--- src/rtl/audio_rj_master.sv ---
module audio_rj_master #(
  parameter int DIV   = 4,
  parameter int WIDTH = 16
) (
  input  logic             mclk,
  input  logic             rst_n,
  input  logic [WIDTH-1:0] left_in,
  input  logic [WIDTH-1:0] right_in,
  output logic             bclk,
  output logic             lrclk,
  output logic             wstrb,
  output logic             sdata,
  output logic             req
);
  localparam int FIELD = 32;
  localparam int CW    = (DIV > 2) ? $clog2(DIV) : 1;
  localparam int IW    = $clog2(WIDTH);
  localparam logic [CW-1:0] LAST = CW'(DIV - 1);
  localparam logic [CW-1:0] MID  = CW'(DIV / 2 - 1);
  localparam logic [4:0] STB_POS = 5'(FIELD - WIDTH);
  localparam logic [4:0] MSB_POS = 5'(FIELD - WIDTH + 1);

  logic [1:0]       rsync;
  logic [CW-1:0]    div_cnt;
  logic [5:0]       bit_cnt;
  logic [WIDTH-1:0] l_sh, r_sh;

  wire run = rsync[1];
  wire tx  = run && (div_cnt == LAST);

  wire [5:0]       nxt   = bit_cnt + 6'd1;
  wire [4:0]       pos_n = nxt[4:0];
  wire [WIDTH-1:0] cur_w = nxt[5] ? r_sh : l_sh;
  wire [WIDTH-1:0] prv_w = nxt[5] ? l_sh : r_sh;
  wire [5:0]       idx   = 6'(FIELD) - {1'b0, pos_n};

  logic bit_n;
  always_comb begin
    if (pos_n == 5'd0)
      bit_n = prv_w[0];
    else if (pos_n >= MSB_POS)
      bit_n = cur_w[idx[IW-1:0]];
    else
      bit_n = 1'b0;
  end

  always_ff @(posedge mclk or negedge rst_n) begin
    if (!rst_n) rsync <= 2'b00;
    else        rsync <= {rsync[0], 1'b1};
  end

  always_ff @(posedge mclk or negedge rst_n) begin
    if (!rst_n) begin
      div_cnt <= '0;
      bclk    <= 1'b0;
    end else if (run) begin
      div_cnt <= tx ? '0 : div_cnt + 1'b1;
      if (div_cnt == MID) bclk <= 1'b1;
      else if (tx)        bclk <= 1'b0;
    end
  end

  always_ff @(posedge mclk or negedge rst_n) begin
    if (!rst_n) begin
      bit_cnt <= '0;
      lrclk   <= 1'b1;
      wstrb   <= 1'b0;
      sdata   <= 1'b0;
      req     <= 1'b0;
      l_sh    <= '0;
      r_sh    <= '0;
    end else begin
      req <= tx && (nxt == 6'd63);
      if (tx) begin
        bit_cnt <= nxt;
        lrclk   <= ~nxt[5];
        wstrb   <= (pos_n == STB_POS);
        sdata   <= bit_n;
        if (nxt == 6'd0) begin
          l_sh <= left_in;
          r_sh <= right_in;
        end
      end
    end
  end
endmodule


--- config.mk ---
export PLATFORM = sky130hd
export DESIGN_NAME = audio_rj_master
export DESIGN_NICKNAME = d
export VERILOG_FILES = /design/src/rtl/audio_rj_master.sv
export SDC_FILE = /design/constraint.sdc
export NUM_CORES = 1
export LEC_CHECK = 0
export ABC_AREA = 1
export ABC_CLOCK_PERIOD_IN_PS = 3000
export BUFFER_PORTS_ARGS = -buffer_cell sky130_fd_sc_hd__buf_2
export CAP_MARGIN = 25
export CORE_UTILIZATION = 31
export DETAILED_ROUTE_END_ITERATION = 8
export HOLD_SLACK_MARGIN = 0.12
export PLACE_DENSITY = 0.45
export REMOVE_ABC_BUFFERS = 1
export SETUP_SLACK_MARGIN = 0.2
export SLEW_MARGIN = 25
export SYNTH_ARGS = -nofsm -noshare
export SYNTH_HDL_FRONTEND = slang
export SYNTH_SLANG_ARGS = --single-unit
--- constraint.sdc ---
create_clock -name mclk -period 3 [get_ports mclk]
set_input_delay 0.3 -clock mclk [delete_from_list [all_inputs] [get_ports mclk]]
set_output_delay 0.3 -clock mclk [all_outputs]
set_load 0.05 [all_outputs]
Word-level counts from Yosys, hierarchy flattened
Index checks and enable logic that the tools add are counted.
Widths: inputs -> output; s select.
{ "totals": {"register_bits": 47, "latchBits": 0, "ramBits": 0, "romBits": 0, "in_bits": 34, "output_inout_bits": 5, "elab_cells": 36, "memories": 0} }
{ "op_classes": {"addsub": 3, "multipliers": 0, "div_mod_pow": 0, "order_cmp": 2, "eq_ne": 4, "shift": 0, "mux": 9, "bitwise_logic": 1, "n_reduce_logical": 7} }
{ "ops": {"columns": ["cell", "n"], "rows": [
  ["$mux 16", 1],
  ["$add 6x1->6 const B", 1],
  ["$eq 6x6->1 const B", 1],
  ["$logic_not 6->1", 1],
  ["$mux 1", 6],
  ["$eq 5x5->1 const B", 1],
  ["$ge 5x5->1 const B", 1],
  ["$logic_not 5->1", 1],
  ["$lt 4x5->1 const B", 1],
  ["$bmux 1 s4", 1],
  ["$reduce_and 2->1", 2],
  ["$sub 1x4->4 const A", 1],
  ["$add 2x1->2 const B", 1],
  ["$eq 2x1->1 const B", 1],
  ["$eq 2x2->1 const B", 1],
  ["$logic_and 1x1->1", 2],
  ["$mux 2", 1],
  ["$reduce_bool 2->1", 1],
  ["$not 1->1", 1]
]} }

Logic depth before layout (Yosys ltp)
Gate-level depths: netlist (run 1).
{ "logic_depth": {"ltp_word": 6, "depth_mapped": 13, "depth_no_buf": 12} }

Worst setup path after synthesis (run 1)
OpenSTA, ideal clock, no wires.
{ "synth_path": {"path_kind": "register to register", "from": "register bit_cnt[1]", "to": "register l_sh[0]", "setup_time_ps": 125, "arrival_time_ps": 1779, "required_time_ps": 2875, "setup_slack_ps": 1095, "path_stages_with_launch": 11, "n_path_buf": 1, "synth_period_minus_slack_ps": 1905, "cell_sequence": "dfrtp_1 > ha_1 > nand2_1 > inv_1 > nand2_1 > xor2_1 > inv_1 > nor2_4 > nand2_4 > buf_12 > mux2_4"} }
{ "synth_via": {"elab_chain_cells": 3} }
{ "synth_rtl": {"columns": ["element", "line", "text"], "rows": [
  ["from (decl)", "25", "logic [5:0] bit_cnt;"],
  ["from (signal assigned)", "75", "bit_cnt <= nxt;"],
  ["$add 6x1->6", "31", "wire [5:0] nxt = bit_cnt + 6'd1;"],
  ["$logic_not 6->1", "79", "if (nxt == 6'd0) begin"],
  ["$reduce_and 2->1 (no line)", null, null],
  ["to (signal assigned)", "80", "l_sh <= left_in;"],
  ["to (decl)", "26", "logic [WIDTH-1:0] l_sh, r_sh;"]
]} }
Every way passes these cells.
A chain may end at the register's enable or synchronous reset.

Worst setup path after layout (run 1)
{ "layout_path": {"from": "register bit_cnt[0]", "to": "register l_sh[8]"} }
The elaborated chain is that of the path after synthesis.

==> results of run 1 <==
-- per-layer routing --
layer	share of wire (%)	vias to the layer above
met3	3.9	5
met5	0	-
met4	0.97	0
li1	-	867
met1	52	787
met2	43	36
-- registers in the layout, summed over array words and instances, names as in the netlist --
register	count
wstrb	1
sdata	1
bit_cnt	6
div_cnt	2
lrclk	1
rsync	2
r_sh	16
l_sh	16
req	1
bclk	1
-- synth_stat cells (all sizes together) --
cell type  count  area share, %
o21bai         1           0.31
a21oi         12            2.5
conb           1           0.15
xor2           4            1.7
nor3           2           0.41
mux2          28             16
nor2          20            3.5
ha             5            2.6
nand3         23            5.4
or2            1           0.36
a211oi         1           0.31
nand2         55            8.9
a22o           1           0.36
inv           21            3.2
o21ai         12            2.6
buf            5            2.8
dfstp          1            1.1
clkbuf         2           0.31
dfrtp         46             47
-- power by group --
group | switching [W] | internal [W] | total [W] | leakage, nW
registers | 0.000133 | 0.000764 | 0.000897 | 0.556
logic | 0.000493 | 0.000330 | 0.000822 | 0.866
clock network | 0.000207 | 0.000270 | 0.000476 | 0.0612
total | 0.000832 | 0.00136 | 0.00220 | 1.48
-- logic make-up after synthesis --
family / count (synthesis)
adder cells (fa/ha/maj): 5
flip-flops: 47
AO/OA/AOI/OAI: 27
multiplexers: 28
other: 1
AND/OR/NAND/NOR: 101
buffers and inverters: 28
XOR/XNOR: 4
-- worst paths after layout --
| path | slack [ps] | end | cells past startpoint |
|---|---|---|---|
| setup reg to reg | 460 | l_sh[8]$_DFFE_PN0P_ | 7 |
| hold / removal | 230 | l_sh[15]$_DFFE_PN0P_ | 2 |
| max in group asynchronous | 2040 | wstrb$_DFFE_PN0P_ | 2 |
| hold reg to reg | 350 | rsync[1]$_DFF_PN0_ | 0 |
| min in group asynchronous | 550 | r_sh[14]$_DFFE_PN0P_ | 2 |
| setup / recovery | 460 | l_sh[8]$_DFFE_PN0P_ | 7 |
-- cell usage in the layout, fill, tap and decap left out, types with 2 or more instances in the layout --
cell and n:
o21ai_0 11, dfrtp_1 46, buf_4 3, nand3_1 21, inv_1 21, a21oi_1 12
mux2_2 6, ha_1 5, clkbuf_8 6, mux2_4 22, nor3_1 2, nor2_1 18
buf_2 37, nand2_1 53, xor2_1 3
-- critical path: stages, from the launching register on --
cell     delay [ps]
dfrtp_1         630
inv_1           200
nor2_1          210
nand3_2         140
nand2_2         280
nor2_2           90
nand2_4         430
mux2_2          400
-- through the flow --
stage | total power [W] | worst slack (ps) | hold slack (ps) | utilization, % | std cells
after global placement | 0.00174 | 518 | 333 | 36.3 | 373
after detailed placement | 0.00174 | 426 | 335 | 36.4 | 373
after floorplan | 0.00150 | 865 | 4.41 | - | 234
after global routing | 0.00240 | 214 | 211 | 38.1 | 382
after CTS | 0.00224 | 409 | 219 | 38.1 | 382
final | 0.00220 | 458 | 227 | 38.1 | 382
-- layout make-up --
class / count / area (µm²)
Sequential cell: 47 / 1180
Fill cell: 774 / 4590
Tap cell: 99 / 124
Multi-Input combinational cell: 166 / 1110
Clock inverter: 2 / 35.0
Timing Repair Buffer: 41 / 218
Inverter: 21 / 78.8
Clock buffer: 6 / 82.6
==> flow_summary_export.csv, run 1 <==
group,metric,value,unit
floorplanning,start_util,32.9,%
global_routing,use_met1,18.3,%
setup_path,startpoint_type,"flip-flop",
synth,muxShareOfSynthArea,16.3,%
clock_tree,path_clk_slew,80,ps
routing,via_count,1695,
setup_path,cp_max_fo,36,
place,portBuffers,38,
setup_path,path_class,"reg2reg",
routing,via_per_inst,4.44,
routing,dr.pass1.iters,4,
routing,ant_nets,0,
synth,synth_area,2440,µm²
global_routing,overflow,0,
global_routing,antenna_found_initial,0,
sta,rsz0062_at_grt,"false",
synth,synth-xor-area-share,1.74,%
floorplanning,ioPinCount,39,
sta,drv_slew,0,
pwr,powerDensity,778,nW/µm²
routing,drcViolationCount,0,
synth,yosys_warnings,0,
clock_tree,cts_tree,"built",
sta,setup_violations,0,
synth,ys_seq_area_share,48.3,%
clock_tree,cts_made_buffers,5,
synth,syn_avg_cell_area,10.1,µm²
clock_tree,cts_root_buf,"clkbuf_8",
sta,slew_headroom,60.1,%
clock_tree,cts.sinks,47,
sta,period_needed,2540,ps
routing,wire_per_inst,12.6,µm
synth,synth_top_family_by_area,"simple AND/OR/NAND/NOR gates",
pwr,irDropWorstVdd,262,µV
global_routing,grt_busiest_layer,"met2",
global_routing,grt_max_degree,48,
routing,wl,4830,µm
global_routing,track_usage,13.2,%
final_layout,design_area,2820,µm²
clock_tree,insertion_delay,290,ps
clock_tree,hold_buffers,1,
run,maxCapViolations,0,
floorplanning,die_w,90.7,µm
routing,drtIter0Drc,51,
pwr,cellLeakagePower,1.48,nW
sta,hold_violations,0,
synth,post_synth_fa_ha_maj_area_fraction,2.57,%
global_routing,first_global_vias,1783,
clock_tree,post_cts_resized,0,
worst_hold_path,hp-class,"in2reg",
synth,yosys_register_bits,47,
place,placed_cell_area,2700,µm²
worst_hold_path,hp-start,"left_in[15]",
global_routing,use_met2,20.1,%
place,gp_congestion,0.766,
place,dpl.hpwl,3460,µm
setup_path,crit_required,3190,ps
setup_path,r2r-start,"bit_cnt[0]$_DFFE_PN0P_",
final_layout,drive_gt1_share,30.4,%
global_routing,met3_usage,3.11,%
clock_tree,clk_path_buf_depth,2,
synth,syn_inst,241,
synth,synth_compound_area_share,6.05,%
sta,clock_skew,4.32,ps
global_routing,grt_first_pass_wirelength,8610,µm
final_layout,nNetsFinal,321,
synth,yosys.area_share.simple,18.6,%
setup_path,arrival,2730,ps
sta,worst_pin_slew,599,ps
floorplanning,die-area,8220,µm²
sta,fmax,0.393,GHz
final_layout,area_delta_synth_final,15.8,%
clock_tree,cts_setup_buffers,0,
floorplanning,die_h,90.7,µm
setup_path,cp-startpoint,"bit_cnt[0]$_DFFE_PN0P_",
sta,post-route-period-util,84.7,%
final_layout,diodes,0,
run_status,status,"complete, no violations",
floorplanning,rows,31,
synth,synth_cell_types,30,
sta,finalSetupTns,0,ps
setup_path,cp-end-kind,"flip-flop",
floorplanning,coreArea,7410,µm²
clock_tree,htree_levels,2,
(Power assumes the default switching activity.)
==> run 2, diff against run 1 <==
--- a/config.mk
+++ b/config.mk
@@ -5,14 +5,14 @@
 export SDC_FILE = /design/constraint.sdc
 export NUM_CORES = 1
 export LEC_CHECK = 0
-export ABC_AREA = 1
-export ABC_CLOCK_PERIOD_IN_PS = 3000
+export ABC_AREA = 0
+export ABC_CLOCK_PERIOD_IN_PS = 2000
 export BUFFER_PORTS_ARGS = -buffer_cell sky130_fd_sc_hd__buf_2
 export CAP_MARGIN = 25
 export CORE_UTILIZATION = 31
 export DETAILED_ROUTE_END_ITERATION = 8
 export HOLD_SLACK_MARGIN = 0.12
-export PLACE_DENSITY = 0.45
+export PLACE_DENSITY = 0.46
 export REMOVE_ABC_BUFFERS = 1
 export SETUP_SLACK_MARGIN = 0.2
 export SLEW_MARGIN = 25
==> constraint.sdc (replaced) <==
create_clock -name mclk -period 2 [get_ports mclk]
set_input_delay 0.2 -clock mclk [delete_from_list [all_inputs] [get_ports mclk]]
set_output_delay 0.2 -clock mclk [all_outputs]
set_load 0.05 [all_outputs]
==> flow_summary_export.csv, run 2 <==
group,metric,value,unit
clock_tree,cts_root_buf,"clkbuf_8",
final_layout,nNetsFinal,342,
clock_tree,cts_made_buffers,5,
synth,yosysMostFrequentCell,"dfrtp_1",
setup_path,r2r_slack,110,ps
setup_path,critPathSlowestCell,"dfrtp_1",
sta,clock_skew,9.94,ps
clock_tree,path_clk_slew,100,ps
clock_tree,insertion_delay,300,ps
pwr,powerDensity,1350,nW/µm²
setup_path,crit_chain,"inv_2 > ha_4 > or2_4 > a21o_1 > a31oi_2 > a311oi_2 > a211oi_2 > o31ai_2",
global_routing,use_met1,20.5,%
synth,syn_avg_cell_area,10.7,µm²
pwr,irDropWorstVdd,516,µV
floorplanning,die_w,92.9,µm
pwr,power_switching,0.00167,W
sta,hold_violations,0,
routing,drtIter0Drc,75,
floorplanning,rows,32,
routing,wl,5850,µm
global_routing,grt_max_degree,31,
setup_path,cp-end-kind,"flip-flop",
sta,drv_slew,0,
run_status,status,"complete, no violations",
pwr,cellLeakagePower,1.43,nW
pwr,power.total,0.00455,W
global_routing,grt_first_pass_wirelength,9890,µm
final_layout,reg.largest.list,"l_sh: 16 flops, r_sh: 16 flops, bit_cnt: 6 flops",
routing,via_count,2014,
clock_tree,clk_path_buf_depth,2,
clock_tree,htree_levels,2,
final_layout,drive_gt1_share,45.1,%
floorplanning,coreArea,7850,µm²
sta,setup_violations,0,
worst_hold_path,hp-class,"in2reg",
global_routing,antenna_found_initial,0,
sta,rsz0062_at_grt,"true",
setup_path,cp_slowest_stage_delay,410,ps
synth,synth.area.top_cells,"dfrtp_1, mux2_2, nand2_1, nor2_1, ha_1",
place,dpl.hpwl,4170,µm
final_layout,final_common_cell,"dfrtp_1",
synth,synth_top_area_cell,"dfrtp_1",
sta,whs,128,ps
final_layout,nFillCells,792,
synth,async_flop_share,100,%
synth,synthDominantCellAreaShare,44.9,%
global_routing,first_global_vias,1988,
pwr,swShare,36.8,%
setup_path,r2r_end,"sdata$_DFFE_PN0P_",
synth,yosys_register_bits,47,
pwr,power.share.sequential,36.8,%
place,portBuffers,38,
synth,synth_area,2560,µm²
setup_path,reg2reg_depth,8,
synth,synth-edff-count,0,
routing,ant_nets,0,
floorplanning,die_h,92.9,µm
routing,wire_per_inst,14.4,µm
pwr,pwr-share-clk,16.1,%
final_layout,finish.utilization,42.9,%
setup_path,arrival,2060,ps
setup_path,endpoint,"sdata$_DFFE_PN0P_",
final_layout,diodes,0,
synth,yosys_warnings,0,
clock_tree,cts_tree,"built",
routing,drcViolationCount,0,
sta,post-route-period-util,94.3,%
worst_hold_path,hold_depth,2,
pwr,internal-power,0.00288,W
setup_path,cp-startpoint,"bit_cnt[0]$_DFFE_PN0P_",
synth,syn_inst,240,
routing,via_per_inst,4.96,
floorplanning,ioPinCount,39,
sta,period_needed,1890,ps
global_routing,met3_usage,2.79,%
floorplanning,die-area,8630,µm²
synth,synthTopCellsByCount,"dfrtp_1, mux2_2, nand2_1, nor2_1, a21oi_1",
setup_path,startpoint_type,"flip-flop",
global_routing,grt_busiest_layer,"met2",
routing,dr.pass1.iters,4,
synth,synthFlopType,"dfrtp_1",
global_routing,track_usage,14.8,%
global_routing,use_met2,23.2,%
synth,synth_cell_types,48,
sta,fmax,0.530,GHz
place,gp_congestion,0.837,
clock_tree,cts.sinks,47,
pwr,p_comb_share,47.1,%
setup_path,r2r-start,"bit_cnt[0]$_DFFE_PN0P_",
global_routing,overflow,0,
setup_path,path_class,"reg2reg",
final_layout,final_cell_mix,"dfrtp_1, buf_2, mux2_2, nand2_1, buf_4",
floorplanning,start_util,32.7,%
sta,worst_pin_slew,593,ps
setup_path,cp_max_fo,6,
run,maxCapViolations,0,
final_layout,area_delta_synth_final,31.3,%
sta,slew_headroom,60.4,%
synth,ys_seq_area_share,45.9,%
setup_path,crit_required,2180,ps
[run 2: cell count changes after synthesis, moves of 6 or more]
cell and delta:
mux2i_1 +6, nor2b_1 +6, nand2_1 -30, mux2_2 +27, mux2_4 -22, inv_1 -17
xnor2_1 +6, nand3_1 -16
[run 2: how the worst min path moves through the flow]
stage / startpoint / end / slack, ps
floorplan: rst_n / bclk$_DFFE_PN0P_ / -100
global placement: rst_n / r_sh[12]$_DFFE_PN0P_ / 250
detailed placement: rst_n / r_sh[12]$_DFFE_PN0P_ / 240
CTS: right_in[3] / r_sh[3]$_DFFE_PN0P_ / 120
global route: left_in[5] / l_sh[5]$_DFFE_PN0P_ / 120
finish: left_in[5] / l_sh[5]$_DFFE_PN0P_ / 130
[run 2: layout make-up]
class                           instances  area (µm²)  share of cell area, %
Inverter                                5        18.8                  0.558
Multi-Input combinational cell        172        1400                   41.5
Clock inverter                          2        35.0                   1.04
Tap cell                              102         128                   3.79
Clock buffer                            6        82.6                   2.45
Timing Repair Buffer                   72         526                   15.6
Sequential cell                        47        1180                   35.0
[run 2: timing repair]
| item | 4_1_cts | 5_1_grt |
|---|---|---|
| setup buffers | 2 | 1 |
| gates resized for setup | 19 | 15 |
| endpoints found under the hold margin | 32 | 0 |
| setup endpoints to repair | 33 | 33 |
| gates cloned | 0 | 0 |
| pin swaps | 6 | 8 |
| hold buffers | 9 | 0 |
[run 2: critical path, delay by kind of cell (launching register included)]
| family | cells | cell delay [ps] |
|---|---|---|
| AOI/OAI and AO/OA | 5 | 750 |
| and+or+nand+nor | 1 | 260 |
| adders and majority gates | 1 | 280 |
| buffers and inverters | 1 | 70 |
| DFF | 1 | 410 |
[run 2: power groups by stage]
stage / sequential [W] / combinational (W) / clock (W)
after floorplan: 0.00173 / 0.00109 / 0
after global placement: 0.00167 / 0.00176 / 0
after detailed placement: 0.00168 / 0.00177 / 0
after CTS: 0.00167 / 0.00195 / 0.000749
after global routing: 0.00174 / 0.00234 / 0.000782
final: 0.00168 / 0.00214 / 0.000732
[run 2: per-layer routing]
metal	wire (µm)	part of all wire [%]
met5	0	0
met4	76	1.3
met3	221	3.8
met2	2710	46
met1	2840	48
[run 2: through the flow]
step	cells	instance area, µm²	worst slack, ps	setup TNS [ps]
global route	406	3370	34.3	0
finish	406	3370	114	0
global placement	386	2990	4.90	0
floorplan	224	2450	-418	-13530
CTS	405	3290	134	0
detailed placement	386	2990	-2.46	-2.46
[run 2: cell families after synthesis]
family / after synthesis / synth area share [%]
AOI/OAI and AO/OA: 48 / 13.3
xor gates and xnor gates: 8 / 2.73
adders and majority gates: 5 / 2.44
buffers and inverters: 21 / 4.98
DFF: 47 / 45.9
muxes: 39 / 16.8
other: 1 / 0.146
and+or+nand+nor: 71 / 13.6
